### src/rtl/pgx_tlb_pkg.sv
`timescale 1ns/1ps
package pgx_tlb_pkg;

  typedef enum logic [2:0] {
    W_IDLE,
    W_FETCH,
    W_WAIT,
    W_CHECK,
    W_REFILL,
    W_RESPOND
  } walk_st_t;

  // table entry layout: valid, read permission, write permission, page number
  localparam int PTE_V   = 0;
  localparam int PTE_R   = 1;
  localparam int PTE_W   = 2;
  localparam int PTE_PPN = 3;

endpackage

### src/rtl/pgx_tlb_cam.sv
`timescale 1ns/1ps
module pgx_tlb_cam #(
  parameter int ENTRIES = 32,
  parameter int VPN_W   = 20,
  parameter int PPN_W   = 20,
  parameter int ASID_W  = 8,
  parameter int IDX_W   = $clog2(ENTRIES)
) (
  input  logic              clk,
  input  logic              rst,
  input  logic [VPN_W-1:0]  lk_vpn,
  input  logic [ASID_W-1:0] lk_asid,
  output logic              lk_hit,
  output logic [PPN_W-1:0]  lk_ppn,
  output logic              lk_rd_ok,
  output logic              lk_wr_ok,
  input  logic              wr_en,
  input  logic [IDX_W-1:0]  wr_idx,
  input  logic [VPN_W-1:0]  wr_vpn,
  input  logic [ASID_W-1:0] wr_asid,
  input  logic [PPN_W-1:0]  wr_ppn,
  input  logic              wr_rd_ok,
  input  logic              wr_wr_ok,
  input  logic              fl_en,
  input  logic              fl_all,
  input  logic [ASID_W-1:0] fl_asid
);

  logic              ent_v    [ENTRIES];
  logic [VPN_W-1:0]  ent_vpn  [ENTRIES];
  logic [ASID_W-1:0] ent_asid [ENTRIES];
  logic [PPN_W-1:0]  ent_ppn  [ENTRIES];
  logic              ent_rd   [ENTRIES];
  logic              ent_wr   [ENTRIES];
  logic [ENTRIES-1:0] match;

  genvar g;
  generate
    for (g = 0; g < ENTRIES; g++) begin : g_ent
      assign match[g] = ent_v[g] && (ent_vpn[g] == lk_vpn) && (ent_asid[g] == lk_asid);

      // the refill of this slot wins over a flush that lands in the same cycle
      always_ff @(posedge clk) begin
        if (rst) begin
          ent_v[g] <= 1'b0;
        end else if (wr_en && (wr_idx == IDX_W'(g))) begin
          ent_v[g] <= 1'b1;
        end else if (fl_en && (fl_all || (ent_asid[g] == fl_asid))) begin
          ent_v[g] <= 1'b0;
        end
      end

      always_ff @(posedge clk) begin
        if (wr_en && (wr_idx == IDX_W'(g))) begin
          ent_vpn[g]  <= wr_vpn;
          ent_asid[g] <= wr_asid;
          ent_ppn[g]  <= wr_ppn;
          ent_rd[g]   <= wr_rd_ok;
          ent_wr[g]   <= wr_wr_ok;
        end
      end
    end
  endgenerate

  // a page is only installed after a miss, so at most one slot matches
  always_comb begin
    lk_ppn   = '0;
    lk_rd_ok = 1'b0;
    lk_wr_ok = 1'b0;
    for (int i = 0; i < ENTRIES; i++) begin
      if (match[i]) begin
        lk_ppn   = lk_ppn | ent_ppn[i];
        lk_rd_ok = lk_rd_ok | ent_rd[i];
        lk_wr_ok = lk_wr_ok | ent_wr[i];
      end
    end
  end

  assign lk_hit = |match;

endmodule

### src/rtl/pgx_tlb_victim.sv
`timescale 1ns/1ps
module pgx_tlb_victim #(
  parameter int ENTRIES = 32,
  parameter int IDX_W   = $clog2(ENTRIES)
) (
  input  logic             clk,
  input  logic             rst,
  input  logic             adv,
  output logic [IDX_W-1:0] ptr
);

  localparam logic [IDX_W-1:0] LAST = IDX_W'(ENTRIES - 1);

  always_ff @(posedge clk) begin
    if (rst) begin
      ptr <= '0;
    end else if (adv) begin
      ptr <= (ptr == LAST) ? '0 : ptr + 1'b1;
    end
  end

endmodule

### src/rtl/pgx_tlb_walker.sv
`timescale 1ns/1ps
module pgx_tlb_walker
  import pgx_tlb_pkg::*;
#(
  parameter int VA_W   = 32,
  parameter int OFF_W  = 12,
  parameter int PA_W   = 32,
  parameter int ASID_W = 8,
  parameter int MA_W   = 32,
  localparam int VPN_W = VA_W - OFF_W,
  localparam int PPN_W = PA_W - OFF_W,
  localparam int PTE_BITS = PPN_W + 3
) (
  input  logic                clk,
  input  logic                rst,
  input  logic                req_valid,
  output logic                req_ready,
  input  logic [VA_W-1:0]     req_vaddr,
  input  logic                req_write,
  input  logic [ASID_W-1:0]   req_asid,
  input  logic                lk_hit,
  input  logic [PPN_W-1:0]    lk_ppn,
  input  logic                lk_rd_ok,
  input  logic                lk_wr_ok,
  input  logic [MA_W-1:0]     tbl_base,
  output logic                mem_req,
  output logic [MA_W-1:0]     mem_addr,
  input  logic                mem_gnt,
  input  logic                mem_rvalid,
  input  logic [PTE_BITS-1:0] mem_rdata,
  output logic                refill_en,
  output logic [VPN_W-1:0]    refill_vpn,
  output logic [ASID_W-1:0]   refill_asid,
  output logic [PPN_W-1:0]    refill_ppn,
  output logic                refill_rd,
  output logic                refill_wr,
  output logic                rsp_valid,
  output logic [PA_W-1:0]     rsp_paddr,
  output logic                rsp_pfault,
  output logic                rsp_prot,
  output logic [VA_W-1:0]     fault_vaddr
);

  walk_st_t            st;
  logic [VA_W-1:0]     hold_vaddr;
  logic                hold_write;
  logic [ASID_W-1:0]   hold_asid;
  logic [PTE_BITS-1:0] pte_q;
  logic                hit_ok;
  logic                pte_ok;
  logic [VPN_W-1:0]    hold_vpn;

  assign hold_vpn  = hold_vaddr[VA_W-1:OFF_W];
  assign hit_ok    = req_write ? lk_wr_ok : lk_rd_ok;
  assign pte_ok    = hold_write ? pte_q[PTE_W] : pte_q[PTE_R];

  assign req_ready = (st == W_IDLE);
  assign mem_req   = (st == W_FETCH);
  assign mem_addr  = tbl_base + MA_W'(hold_vpn);

  assign refill_en   = (st == W_REFILL);
  assign refill_vpn  = hold_vpn;
  assign refill_asid = hold_asid;
  assign refill_ppn  = pte_q[PTE_PPN +: PPN_W];
  assign refill_rd   = pte_q[PTE_R];
  assign refill_wr   = pte_q[PTE_W];

  always_ff @(posedge clk) begin
    if (rst) begin
      st          <= W_IDLE;
      hold_vaddr  <= '0;
      hold_write  <= 1'b0;
      hold_asid   <= '0;
      pte_q       <= '0;
      rsp_valid   <= 1'b0;
      rsp_paddr   <= '0;
      rsp_pfault  <= 1'b0;
      rsp_prot    <= 1'b0;
      fault_vaddr <= '0;
    end else begin
      rsp_valid  <= 1'b0;
      rsp_pfault <= 1'b0;
      rsp_prot   <= 1'b0;
      case (st)
        W_IDLE: begin
          if (req_valid) begin
            hold_vaddr <= req_vaddr;
            hold_write <= req_write;
            hold_asid  <= req_asid;
            if (lk_hit) begin
              rsp_valid <= 1'b1;
              if (hit_ok) begin
                rsp_paddr <= {lk_ppn, req_vaddr[OFF_W-1:0]};
              end else begin
                rsp_paddr   <= '0;
                rsp_prot    <= 1'b1;
                fault_vaddr <= req_vaddr;
              end
            end else begin
              st <= W_FETCH;
            end
          end
        end
        W_FETCH: begin
          if (mem_gnt) st <= W_WAIT;
        end
        W_WAIT: begin
          if (mem_rvalid) begin
            pte_q <= mem_rdata;
            st    <= W_CHECK;
          end
        end
        W_CHECK: begin
          if (!pte_q[PTE_V]) begin
            rsp_valid   <= 1'b1;
            rsp_pfault  <= 1'b1;
            rsp_paddr   <= '0;
            fault_vaddr <= hold_vaddr;
            st          <= W_RESPOND;
          end else begin
            st <= W_REFILL;
          end
        end
        W_REFILL: begin
          rsp_valid <= 1'b1;
          if (pte_ok) begin
            rsp_paddr <= {pte_q[PTE_PPN +: PPN_W], hold_vaddr[OFF_W-1:0]};
          end else begin
            rsp_paddr   <= '0;
            rsp_prot    <= 1'b1;
            fault_vaddr <= hold_vaddr;
          end
          st <= W_RESPOND;
        end
        W_RESPOND: st <= W_IDLE;
        default:   st <= W_IDLE;
      endcase
    end
  end

endmodule

### src/rtl/pgx_tlb.sv
`timescale 1ns/1ps
module pgx_tlb #(
  parameter int VA_W    = 32,
  parameter int OFF_W   = 12,
  parameter int PA_W    = 32,
  parameter int ASID_W  = 8,
  parameter int ENTRIES = 32,
  parameter int MA_W    = 32,
  localparam int VPN_W    = VA_W - OFF_W,
  localparam int PPN_W    = PA_W - OFF_W,
  localparam int PTE_BITS = PPN_W + 3,
  localparam int IDX_W    = $clog2(ENTRIES)
) (
  input  logic                clk,
  input  logic                rst,
  input  logic                req_valid,
  output logic                req_ready,
  input  logic [VA_W-1:0]     req_vaddr,
  input  logic                req_write,
  input  logic [ASID_W-1:0]   req_asid,
  output logic                rsp_valid,
  output logic [PA_W-1:0]     rsp_paddr,
  output logic                rsp_pfault,
  output logic                rsp_prot_fault,
  output logic [VA_W-1:0]     fault_vaddr,
  input  logic [MA_W-1:0]     tbl_base,
  output logic                mem_req,
  input  logic                mem_gnt,
  output logic [MA_W-1:0]     mem_addr,
  input  logic                mem_rvalid,
  input  logic [PTE_BITS-1:0] mem_rdata,
  input  logic                flush_valid,
  input  logic                flush_all,
  input  logic [ASID_W-1:0]   flush_asid
);

  logic              lk_hit;
  logic [PPN_W-1:0]  lk_ppn;
  logic              lk_rd_ok;
  logic              lk_wr_ok;
  logic              refill_en;
  logic [VPN_W-1:0]  refill_vpn;
  logic [ASID_W-1:0] refill_asid;
  logic [PPN_W-1:0]  refill_ppn;
  logic              refill_rd;
  logic              refill_wr;
  logic [IDX_W-1:0]  vic_ptr;

  pgx_tlb_cam #(
    .ENTRIES(ENTRIES), .VPN_W(VPN_W), .PPN_W(PPN_W), .ASID_W(ASID_W), .IDX_W(IDX_W)
  ) u_cam (
    .clk      (clk),
    .rst      (rst),
    .lk_vpn   (req_vaddr[VA_W-1:OFF_W]),
    .lk_asid  (req_asid),
    .lk_hit   (lk_hit),
    .lk_ppn   (lk_ppn),
    .lk_rd_ok (lk_rd_ok),
    .lk_wr_ok (lk_wr_ok),
    .wr_en    (refill_en),
    .wr_idx   (vic_ptr),
    .wr_vpn   (refill_vpn),
    .wr_asid  (refill_asid),
    .wr_ppn   (refill_ppn),
    .wr_rd_ok (refill_rd),
    .wr_wr_ok (refill_wr),
    .fl_en    (flush_valid),
    .fl_all   (flush_all),
    .fl_asid  (flush_asid)
  );

  pgx_tlb_victim #(.ENTRIES(ENTRIES), .IDX_W(IDX_W)) u_victim (
    .clk (clk),
    .rst (rst),
    .adv (refill_en),
    .ptr (vic_ptr)
  );

  pgx_tlb_walker #(
    .VA_W(VA_W), .OFF_W(OFF_W), .PA_W(PA_W), .ASID_W(ASID_W), .MA_W(MA_W)
  ) u_walk (
    .clk         (clk),
    .rst         (rst),
    .req_valid   (req_valid),
    .req_ready   (req_ready),
    .req_vaddr   (req_vaddr),
    .req_write   (req_write),
    .req_asid    (req_asid),
    .lk_hit      (lk_hit),
    .lk_ppn      (lk_ppn),
    .lk_rd_ok    (lk_rd_ok),
    .lk_wr_ok    (lk_wr_ok),
    .tbl_base    (tbl_base),
    .mem_req     (mem_req),
    .mem_addr    (mem_addr),
    .mem_gnt     (mem_gnt),
    .mem_rvalid  (mem_rvalid),
    .mem_rdata   (mem_rdata),
    .refill_en   (refill_en),
    .refill_vpn  (refill_vpn),
    .refill_asid (refill_asid),
    .refill_ppn  (refill_ppn),
    .refill_rd   (refill_rd),
    .refill_wr   (refill_wr),
    .rsp_valid   (rsp_valid),
    .rsp_paddr   (rsp_paddr),
    .rsp_pfault  (rsp_pfault),
    .rsp_prot    (rsp_prot_fault),
    .fault_vaddr (fault_vaddr)
  );

endmodule

### config.mk
export PLATFORM = sky130hd
export DESIGN_NAME = pgx_tlb
export DESIGN_NICKNAME = d
export VERILOG_FILES = /design/src/rtl/pgx_tlb_pkg.sv /design/src/rtl/pgx_tlb_cam.sv /design/src/rtl/pgx_tlb_victim.sv /design/src/rtl/pgx_tlb_walker.sv /design/src/rtl/pgx_tlb.sv
export SDC_FILE = /design/constraint.sdc
export NUM_CORES = 2
export LEC_CHECK = 0
export CAP_MARGIN = 0
export CORE_MARGIN = 2
export CORE_UTILIZATION = 50
export CTS_CLUSTER_DIAMETER = 30
export DETAILED_ROUTE_END_ITERATION = 12
export PLACE_DENSITY = 0.78
export SYNTH_ARGS = -nofsm -noshare
export SYNTH_HDL_FRONTEND = slang
export SYNTH_SLANG_ARGS = --single-unit
### constraint.sdc
create_clock -name clk -period 6.9 [get_ports clk]
set_input_delay 1.38 -clock clk [delete_from_list [all_inputs] [get_ports clk]]
set_output_delay 1.38 -clock clk [all_outputs]
set_load 0.02 [all_outputs]
==> Yosys cells after proc, flatten, opt, wreduce, memory -nomap -nowiden <==
Memory sizes are Yosys's and may differ from the RTL's.
Index checks and enable logic that the tools add are counted.
{ "totals": {"register_bits": 139, "latch_bits": 0, "ram_bits": 1632, "romBits": 0, "input_bits": 111, "output_inout_bits": 101, "wordCells": 1554, "memories": 6} }
{ "memory_table": {"columns": ["name", "depth", "width", "rd", "rd_clocked_by_memory_dff", "write_ports", "line_no", "source"], "rows": [
  ["u_cam.ent_ppn", 32, 20, 32, 0, 1, "pgx_tlb_cam.sv:32", "logic [PPN_W-1:0] ent_ppn [ENTRIES];"],
  ["u_cam.ent_vpn", 32, 20, 32, 0, 1, "pgx_tlb_cam.sv:30", "logic [VPN_W-1:0] ent_vpn [ENTRIES];"],
  ["u_cam.ent_asid", 32, 8, 32, 0, 1, "pgx_tlb_cam.sv:31", "logic [ASID_W-1:0] ent_asid [ENTRIES];"],
  ["u_cam.ent_rd", 32, 1, 32, 0, 1, "pgx_tlb_cam.sv:33", "logic ent_rd [ENTRIES];"],
  ["u_cam.ent_v", 32, 1, 32, 0, 32, "pgx_tlb_cam.sv:29", "logic ent_v [ENTRIES];"],
  ["u_cam.ent_wr", 32, 1, 32, 0, 1, "pgx_tlb_cam.sv:34", "logic ent_wr [ENTRIES];"]
]} }
{ "classes": {"add_sub_neg": 2, "multipliers": 0, "div_mod_pow": 0, "order_cmp": 0, "n_eq_ne": 139, "n_shift": 0, "n_mux": 913, "bitwise_logic": 158, "reduce_logical": 325} }
{ "ops": {"columns": ["op", "n"], "rows": [
  ["$mux W20", 94],
  ["$reduce_or A20 Y1", 62],
  ["$mux W5", 156],
  ["$eq A20 B20 Y1", 32],
  ["$or A20 B20 Y20", 31],
  ["$mux W1", 613],
  ["$eq A8 B8 Y1", 64],
  ["$mux W32", 10],
  ["$mux W8", 31],
  ["$reduce_or A8 Y1", 31],
  ["$pmux W32 S3", 2],
  ["$logic_and A1 B1 Y1", 128],
  ["$or A1 B1 Y1", 126],
  ["$eq A5 B5 Y1 const B", 16],
  ["$reduce_or A1 Y1", 62],
  ["$eq A5 B4 Y1 const B", 8],
  ["$add A32 B20 Y32", 1],
  ["$logic_or A1 B1 Y1", 32],
  ["$reduce_or A32 Y1", 1],
  ["$eq A5 B3 Y1 const B", 4],
  ["$pmux W3 S5", 1],
  ["$mux W3", 4],
  ["$ne A2 B2 Y1 const B", 6],
  ["$eq A5 B2 Y1 const B", 2],
  ["16 further kinds", 20]
]} }

==> Depth between registers and ports, before layout <==
An unclocked memory read counts as a cell.
{ "depth": {"depth_word": 72, "mapped_depth": 15, "mapped_depth_nobuf": 13} }

==> Modules after synthesis <==
A second synthesis with hierarchy kept.
{ "unflattened": {"hier_cells": 5322, "area_unflattened_um2": 76871.2} }
{ "by_module_without_submodules": {"columns": ["module", "instances", "cells_each", "area_each_um2", "seq_area_each_um2"], "rows": [
  ["pgx_tlb_cam", 1, 4463, 69736.9, 49007.0],
  ["pgx_tlb_walker", 1, 833, 6900.4, 2682.6],
  ["pgx_tlb_victim", 1, 26, 234.0, 100.1]
]} }

==> Worst setup path before layout <==
No wires, ideal clock.
{ "synth_path": {"kind": "input-to-output", "from": "input port tbl_base[0]", "to": "output port mem_addr[24]", "t_arrival_ns": 4.435, "required_ns": 5.520, "setup_slack_ns": 1.085, "cell_stages": 13, "n_path_buf": 0, "path_cell_list": "ha_1 > inv_1 > fa_1 > nor2b_1 > o21ai_0 > a2111oi_0 > o41a_1 > o2111ai_1 > a311oi_1 > a41oi_1 > a211oi_1 > nand3_1 > xnor2_1"} }
{ "synth_between": {"elab_chain_len": 1} }
{ "synth_rtl": {"columns": ["item", "line_no", "source"], "rows": [
  ["start: declaration", "pgx_tlb.sv:26", "input logic [MA_W-1:0] tbl_base,"],
  ["$add A32 B20 Y32", "pgx_tlb_walker.sv:59", "assign mem_addr = tbl_base + MA_W'(hold_vpn);"],
  ["end: declaration", "pgx_tlb.sv:29", "output logic [MA_W-1:0] mem_addr,"]
]} }
No other way between the ends.

==> Final worst setup path <==
{ "layout_path": {"from": "input port tbl_base[0]", "to": "output port mem_addr[20]"} }
Same word-level chain as after synthesis.

==> metrics.cfg <==
[critical_path]
crit_chain=clkdlybuf4s50_1 > ha_1 > inv_1 > fa_1 > nor2b_1 > o21ai_0 > a2111oi_2 > o41a_1 > o2111ai_1 > a311oi_2 > a41oi_1 > a211oi_1 > buf_4 > xnor2_1 > clkdlybuf4s50_1
path_class=primary input to output pin
worst_setup_path_start_kind=primary input
max_stage_delay_ps=620
crit_path_max_fanout=6
critPathMostFrequentCell=clkdlybuf4s50_1
arrival_ps=5190
worst_ep_required_time_ps=5520
cp-end-kind=output pin
slowest_stage=clkdlybuf4s50_1

[clock_network]
cts_made_buffers=335
post_cts_buffers=0
cts_hold_buf=0
htreeDepth=5
numClockSinks=1771
clockBufferDepth=4
cts_resized=0
clk_pin_slew_worst_paths_ps=40
cts_tree=done
clk_latency_ps=940
cts-root-buf=clkbuf_16

[global_route]
grt_overflow=0
grt_max_degree=96
use_met3=0.0828
grt_pass1_wl_um=355000
use_met1=0.394
track_usage=0.326
grt_most_used_layer=met2
grt_pass1_vias=50307
antenna_found_initial=5
use_met2=0.514

[final_layout]
drive_above_1_share=0.154
fin_cells=7603
utilization=0.610
nets=5545
area_growth_pct=20.9
reg_top3=u_cam.ent_ppn (640), u_cam.ent_vpn (640), u_cam.ent_asid (256)

[routing]
drtAntennaViolNets=0
detail_route.vias_per_cell=6.65
drt_wl_total_um=253000
wl_per_cell_um=33.2
drt_iter0_drc=8884
drcViolationCount=0
vias=50576
firstDrtPassIters=6

[place]
port_buffers=211
post-dp-hpwl_um=134000
place_congestion=0.909
dp_cells=7000

[synthesis]
syn_avg_cell_area_um2=15.0
netlist_top_cells_area=edfxtp_1, xnor2_1, xor2_1
netlist_instances=4967
synth_edf_count=1632
ys_seq_elements=1771
netlist_area_um2=74700
async_flop_share=0
synth_seq_area_share=0.694
yosysWarningCount=0
synth_top_area_share=0.656
synthFlopType=edfxtp_1
yosysTopAreaCell=edfxtp_1
synth_cell_types=73
syn_nets=5105

[sta]
period_needed_ps=6570
hold_violations=0
rsz0062_at_grt=false
finalClockSkew_ps=65.5
fin_crit_sh=0.952
tightest_slew_ps=1580
maxSlewViolCount=9
max_clock_freq_mhz=152
setup_violations=0
tns_ps=0
slew_headroom=-0.0640

[power_and_ir_drop]
pwr-share-seq=0.399
comb_power_share=0.056
ir_drop_mv=0.318
swShare=0.226
switching_power_mw=6.77
p_leak_nw=30.0
p_per_area_nw_per_um2=331
intPower_mw=23.1
clkPwrFrac=0.546

[die]
dieArea_um2=152000
rows=141
start_util=0.504
die_w_um=390
die_y_um=390
ios=212
core_area_um2=148000

[run_status]
violations=capacitance limit, slew limit
status=finished with violations

[flow_run]
max-cap-violations=1

[min_path]
min_path_type=flip-flop to flip-flop

-- cell usage after synthesis, drive strengths merged (15+ instances only) --
cell type	number
nand2b	15
a32oi	29
inv	41
a22o	21
dfxtp	139
mux2i	33
nand3	62
a22oi	193
xor2	398
nor3	44
a222oi	70
or4	20
o21ai	77
edfxtp	1632
buf	170
a221oi	23
and3	41
and2	19
a311oi	34
nand4	242
nor2	102
nor4	141
nand2	257
clkbuf	131
a21oi	157
xnor2	752
ha	26
-- cell families after synthesis --
logic type,Yosys count,synth area share
AOI/OAI and AO/OA,659,0.0632
xor gates and xnor gates,1150,0.135
adders and majority gates,27,0.00463
buffers and inverters,342,0.0278
DFF,1771,0.694
muxes,34,0.00457
and+or+nand+nor,984,0.0712
-- final cells by class --
cell class,instances,area (µm²)
Clock inverter,216,2410
Multi-Input combinational cell,2854,21000
Antenna cell,5,12.5
Fill cell,10092,57800
Tap cell,1930,2410
Inverter,41,154
Timing Repair Buffer,404,3530
Clock buffer,382,8860
Sequential cell,1771,51800
-- critical path, delay by kind of cell --
kind / cells / cell delay, ps
AO/OA/AOI/OAI: 7 / 1670
buffers and inverters: 4 / 1320
adder cells (fa/ha/maj): 2 / 560
AND/OR/NAND/NOR: 1 / 140
XOR/XNOR: 1 / 110
-- layer usage --
layer,part of all wire,up-vias
li1,-,19879
met3,0.14,1274
met2,0.46,4787
met1,0.32,24632
met5,0.00036,-
met4,0.079,4
-- metrics by stage --
step / hold WS [ps] / setup WS [ps] / power (mW) / cell area [µm²]
floorplan: 440 / 1090 / 13.0 / 74700
global placement: 454 / 18.1 / 13.7 / 78900
detailed placement: 462 / 54.9 / 13.7 / 78900
CTS: 469 / 25.8 / 29.9 / 90200
global route: 497 / 106 / 30.4 / 90200
finish: 476 / 335 / 29.9 / 90300
-- path summary, 6_finish.rpt --
path | start | to | slack (ps) | cells past startpoint
worst max register to register | u_walk.st[0] | u_cam.ent_ppn[1][95] | 2330 | 6
worst max-delay path | tbl_base[0] | mem_addr[20] | 330 | 15
worst min register to register | u_walk.hold_vaddr[5] | u_walk.hold_vaddr[5] | 480 | 2
worst min-delay path | u_walk.hold_vaddr[5] | u_walk.hold_vaddr[5] | 480 | 2
-- power by group through the flow --
stage               clock [mW]  sequential [mW]  combinational [mW]
floorplan                    0             12.2               0.811
global placement             0             12.1                1.57
detailed placement           0             12.1                1.59
CTS                       16.3             11.9                1.61
global route              16.8             11.9                1.69
finish                    16.3             11.9                1.66
-- cells in the final DEF, fill, tap and decap left out, types with 39 or more instances in the layout --
cell,count
edfxtp_1,1632
xnor2_1,752
xor2_1,398
clkbuf_16,345
nand2_1,257
nand4_1,242
a22oi_1,192
buf_4,188
clkdlybuf4s50_1,169
a21oi_1,157
nor4_1,124
dfxtp_1,111
nor2_1,90
o21ai_0,77
a222oi_1,70
nand3_1,62
clkinv_2,56
bufinv_16,42
and3_1,39
Note: power is estimated with default switching activity, not from simulation.
